--- src/rtl/irqc_pkg.sv ---
package irqc_pkg;
  typedef enum logic {
    TRIG_EDGE  = 1'b0,
    TRIG_LEVEL = 1'b1
  } trig_mode_e;

  typedef struct packed {
    logic req;
    logic armed;
    logic in_svc;
  } lane_state_t;

  localparam lane_state_t LANE_RESET = '{req: 1'b0, armed: 1'b1, in_svc: 1'b0};
endpackage

--- src/rtl/irqc_sync.sv ---
module irqc_sync #(
  parameter int WIDTH  = 8,
  parameter int STAGES = 2
) (
  input  logic             clk,
  input  logic             rst,
  input  logic [WIDTH-1:0] d,
  output logic [WIDTH-1:0] q
);
  logic [STAGES-1:0][WIDTH-1:0] chain;

  always_ff @(posedge clk) begin
    if (rst) begin
      chain <= '0;
    end else begin
      chain[0] <= d;
      for (int i = 1; i < STAGES; i++) chain[i] <= chain[i-1];
    end
  end

  assign q = chain[STAGES-1];
endmodule

--- src/rtl/irqc_ack_decode.sv ---
module irqc_ack_decode #(
  parameter int N     = 8,
  parameter int IDX_W = 3
) (
  input  logic             valid,
  input  logic [IDX_W-1:0] idx,
  output logic [N-1:0]     hit
);
  for (genvar gi = 0; gi < N; gi++) begin : g_hit
    assign hit[gi] = valid && (idx == IDX_W'(gi));
  end
endmodule

--- src/rtl/irqc_lane.sv ---
module irqc_lane
  import irqc_pkg::*;
(
  input  logic clk,
  input  logic rst,
  input  logic level_mode,
  input  logic disarm,
  input  logic s_now,
  input  logic ack_hit,
  input  logic svc_clr,
  input  logic enable,
  output logic req,
  output logic armed,
  output logic in_svc,
  output logic pend
);
  lane_state_t st_q, st_d;
  logic        s_prev_q;
  logic        pend_q;
  logic        rise;
  logic        svc_held;
  trig_mode_e  mode;

  assign mode     = trig_mode_e'(level_mode);
  assign rise     = s_now & ~s_prev_q;
  assign svc_held = st_q.in_svc & ~svc_clr;

  always_comb begin
    st_d.in_svc = svc_held | ack_hit;

    // Disarm (mode change or acknowledge) takes precedence over re-arm.
    if (disarm || ack_hit)  st_d.armed = 1'b0;
    else if (!s_now)        st_d.armed = 1'b1;
    else                    st_d.armed = st_q.armed;

    if (ack_hit)                 st_d.req = 1'b0;
    else if (mode == TRIG_LEVEL) st_d.req = s_now & ~svc_held;
    else                         st_d.req = st_q.req | (st_q.armed & rise);
  end

  always_ff @(posedge clk) begin
    if (rst) begin
      st_q     <= LANE_RESET;
      s_prev_q <= 1'b0;
      pend_q   <= 1'b0;
    end else begin
      st_q     <= st_d;
      s_prev_q <= s_now;
      pend_q   <= st_d.req & enable;
    end
  end

  assign req    = st_q.req;
  assign armed  = st_q.armed;
  assign in_svc = st_q.in_svc;
  assign pend   = pend_q;
endmodule

--- src/rtl/irq_req_capture.sv ---
module irq_req_capture #(
  parameter int NUM_LEVELS  = 8,
  parameter int SYNC_STAGES = 2,
  localparam int IDX_W = (NUM_LEVELS > 1) ? $clog2(NUM_LEVELS) : 1
) (
  input  logic                  clk,
  input  logic                  rst,
  input  logic                  level_mode,
  input  logic [NUM_LEVELS-1:0] req_in,
  input  logic [NUM_LEVELS-1:0] enable,
  input  logic                  ack_valid,
  input  logic [IDX_W-1:0]      ack_level,
  input  logic [NUM_LEVELS-1:0] isr_clear,
  output logic [NUM_LEVELS-1:0] pending
);
  logic [NUM_LEVELS-1:0] sync_now;
  logic [NUM_LEVELS-1:0] ack_vec;
  logic [NUM_LEVELS-1:0] req_vec;
  logic [NUM_LEVELS-1:0] armed_vec;
  logic [NUM_LEVELS-1:0] svc_vec;
  logic                  mode_q;
  logic                  mode_flip;

  irqc_sync #(.WIDTH(NUM_LEVELS), .STAGES(SYNC_STAGES)) u_sync (
    .clk (clk),
    .rst (rst),
    .d   (req_in),
    .q   (sync_now)
  );

  irqc_ack_decode #(.N(NUM_LEVELS), .IDX_W(IDX_W)) u_ack (
    .valid (ack_valid),
    .idx   (ack_level),
    .hit   (ack_vec)
  );

  always_ff @(posedge clk) mode_q <= level_mode;
  assign mode_flip = level_mode ^ mode_q;

  for (genvar gi = 0; gi < NUM_LEVELS; gi++) begin : g_lane
    irqc_lane u_lane (
      .clk        (clk),
      .rst        (rst),
      .level_mode (level_mode),
      .disarm     (mode_flip),
      .s_now      (sync_now[gi]),
      .ack_hit    (ack_vec[gi]),
      .svc_clr    (isr_clear[gi]),
      .enable     (enable[gi]),
      .req        (req_vec[gi]),
      .armed      (armed_vec[gi]),
      .in_svc     (svc_vec[gi]),
      .pend       (pending[gi])
    );
  end
endmodule

--- config.mk ---
export PLATFORM = sky130hd
export DESIGN_NAME = irq_req_capture
export DESIGN_NICKNAME = d
export VERILOG_FILES = /design/src/rtl/irqc_pkg.sv /design/src/rtl/irqc_sync.sv /design/src/rtl/irqc_ack_decode.sv /design/src/rtl/irqc_lane.sv /design/src/rtl/irq_req_capture.sv
export SDC_FILE = /design/constraint.sdc
export NUM_CORES = 1
export LEC_CHECK = 0
export ABC_AREA = 1
export BUFFER_PORTS_ARGS = -buffer_cell sky130_fd_sc_hd__buf_2
export CAP_MARGIN = 20
export CORE_ASPECT_RATIO = 1.75
export CORE_UTILIZATION = 45
export DETAILED_ROUTE_END_ITERATION = 12
export GPL_ROUTABILITY_DRIVEN = 0
export PLACE_DENSITY_LB_ADDON = 0.08
export SYNTH_ARGS = -nofsm -noshare
export SYNTH_HDL_FRONTEND = slang
export SYNTH_SLANG_ARGS = --single-unit
--- constraint.sdc ---
create_clock -name clk -period 1.5 [get_ports clk]
set_input_delay 0.075 -clock clk [delete_from_list [all_inputs] [get_ports clk]]
set_output_delay 0.075 -clock clk [all_outputs]
set_load 0.01 [all_outputs]
==> reports/summary.txt <==
CTS tree -> done
Flop-to-flop setup slack -> 570 ps
Initial antenna violation count -> 0
Worst-Skew Late Latency -> 330 ps
Largest stage delay on the critical path -> 350 ps
Final min period -> 927 ps
Post-Synthesis Cells -> 268
Synth Register Bits -> 57
# rows -> 32
Fraction of layout cells with a size suffix above 1 -> 18.0%
Post-CTS Setup Bufs -> 0
Number of I/O pins -> 39
Sink Count -> 57
Crit path DAT -> 1190 ps
Die H -> 92.0 um
Initial Util -> 47.3%
Startpoint types -> flop
Post-cts hold buffer count -> 16
Final #Nets -> 351
Tcrit/Tclk final -> 61.8%
Sequential share of the synthesized area -> 54.8%
Mean post-synth cell area -> 7.77 um^2
Comb pwr share -> 8.4%
Worst-margin pin slew -> 409 ps
Yosys cell types -> 14
Worst r2r src -> mode_q
Post-Synthesis Net Count -> 299
Bufs on Longest Clock Path -> 2
Post-route cell area -> 2580 um^2
DRC -> 0
Crit. End Element -> flop
Congestion Overflow GR -> 0
P_sw -> 689 uW
Commonest non-fill, non-tap cell in the layout -> nor2_1
CP top delay family -> flip-flops
PwrDens -> 1210 nW/um^2
Die Width -> 53.4 um
Synth warn -> 0
Clock-pin slew on the worst setup and hold paths -> 60 ps
Crit-path max FO -> 8
Crit path capture -> g_lane[2].u_lane.armed
Cell area after synthesis -> 2080 um^2
Most frequent cells in the layout -> 79 x nor2_1, 57 x dfxtp_1, 52 x inv_1
Finish-stage setup viols -> 0
Total power -> 3.11 mW
Vias per cell -> 4.37
Vias in the first global route -> 1530
Clock Skews -> 3.42 ps
Filler cell count -> 447
Total iterations of the first detailed-routing run -> 4
Critical Path RT -> 1760 ps
Area grow syn2layout -> 23.7%
Switching share of power -> 22.1%
Status -> complete, no violations
Rel. slew slack -> 72.8%
Core area -> 4400 um^2
Max VDD drop -> 795 uV
Internal power -> 2.42 mW
Placed Cells -> 344
Wire per inst -> 9.60 um
Min-Delay Path Class -> input port to flop
Final WL -> 3580 um
Clock share of power -> 39.6%
LEAKAGE -> 1.27 nW
Post-route setup TNS -> 0 ps
Antenna Cells -> 0
DR vias -> 1630
Total GRT Usage -> 17.7%
Worst-case reg-to-reg path depth -> 3
Area share of the leading cell type in the synthesized netlist -> 54.8%
First-pass GRT wire length -> 6090 um
Sequential share of power -> 52.0%
CP max-delay cell -> dfxtp_1
Crit path from -> mode_q
Htree depth -> 3
RSZ-0062 raised after global routing -> no
Routed Antenna Nets -> 0
Finished Layout Cells -> 373
Final hold violations -> 0
Placement Cell Area -> 2250 um^2
Buffers on Ports -> 38
WP depth -> 3
Slew Limit Fails -> 0
FF-to-FF End -> g_lane[2].u_lane.armed
First-iteration detailed-routing DRC count -> 23
Num CTS Buffers -> 9
CTS root buffer -> clkbuf_8
Largest net degree at the start of global routing -> 21
Worst path bufs/invs -> 0
Max-cap viol count -> 0
Fmax -> 1080 MHz
Synth area leaders -> dfxtp_1 55%, nor2_1 14%, inv_1 9.4%
CTS-repair resized insts -> 0
Critical-path cell list -> xnor2_4 -> o21ai_0 -> o21ai_1
Critical path type -> flop to flop
Final Util -> 58.5%
Die area -> 4920 um^2
Largest area contributor in the netlist -> dfxtp_1
Post-DP HPWL -> 2390 um
-- kinds of logic (layout without fill, tap and decap cells) --
logic type | count (synthesis) | count (layout) | synth area share [%]
compound gates | 30 | 30 | 7.21
xor+xnor | 1 | 1 | 1.32
buf+inv | 67 | 121 | 15.0
flops | 57 | 57 | 54.8
simple gates | 113 | 113 | 21.7
-- area by class of cell --
class                      instances  area (um^2)  share of cell area [%]
clock buffer                      13          169                    6.56
timing repair buffer              56          378                    14.7
multi-input combinational        144          629                    24.4
sequential                        57         1140                    44.3
tap                               51         63.8                    2.48
inverter                          52          195                    7.58
-- cell usage after synthesis --
cell type	n
buf_2	4
buf_4	8
buf_6	2
buf_8	1
dfxtp_1	57
inv_1	52
nand2_1	23
nand3_1	6
nand3_2	2
nor2_1	79
nor2_2	3
o21ai_0	22
o21ai_1	8
xnor2_4	1
-- per-layer routing --
| layer | global-route usage [%] | up-vias | wire length (um) |
|---|---|---|---|
| met5 | 0 | - | 0 |
| li1 | - | 882 | - |
| met1 | 18.2 | 707 | 1560 |
| met4 | 15.1 | 0 | 144 |
| met2 | 27.6 | 30 | 1720 |
| met3 | 5.31 | 11 | 152 |
-- worst register-to-register path, delay by kind of cell, from the launching register on --
family / cells / cell delay [ps]
AO/OA/AOI/OAI: 2 / 260
XOR/XNOR: 1 / 260
flip-flops: 1 / 350
-- worst min-delay path by stage --
stage,startpoint,to,slack (ps),cells past startpoint
detailed placement,req_in[6],u_sync.chain[6],280,3
global placement,req_in[0],u_sync.chain[0],270,3
global route,isr_clear[6],g_lane[6].u_lane.in_svc,30,4
CTS,isr_clear[5],g_lane[5].u_lane.in_svc,20,4
floorplan,level_mode,mode_q,100,0
finish,isr_clear[5],g_lane[5].u_lane.in_svc,30,4
-- registers in the layout, indices dropped and copies added (netlist names) --
register and cells:
mode_q 1, g_lane.u_lane.armed 8, g_lane.u_lane.s_prev_q 8, u_sync.q 8, g_lane.u_lane.in_svc 8, u_sync.chain 8, g_lane.u_lane.pend 8, g_lane.u_lane.req 8
-- stage by stage --
step                      hold WS (ps)  setup slack (ps)
after floorplan                    103               691
after global placement             272               560
after detailed placement           281               519
after CTS                         15.8               569
after global routing              34.2               474
final                             33.5               573
-- power groups by stage --
stage | Combinational [mW] | Sequential (mW) | Clock (mW)
2_1_floorplan | 0.172 | 1.64 | 0
3_3_place_gp | 0.230 | 1.65 | 0
3_5_place_dp | 0.234 | 1.65 | 0
4_1_cts | 0.266 | 1.62 | 1.27
5_1_grt | 0.301 | 1.63 | 1.35
6_report | 0.262 | 1.62 | 1.23
Power figures use the tool's default switching activity.
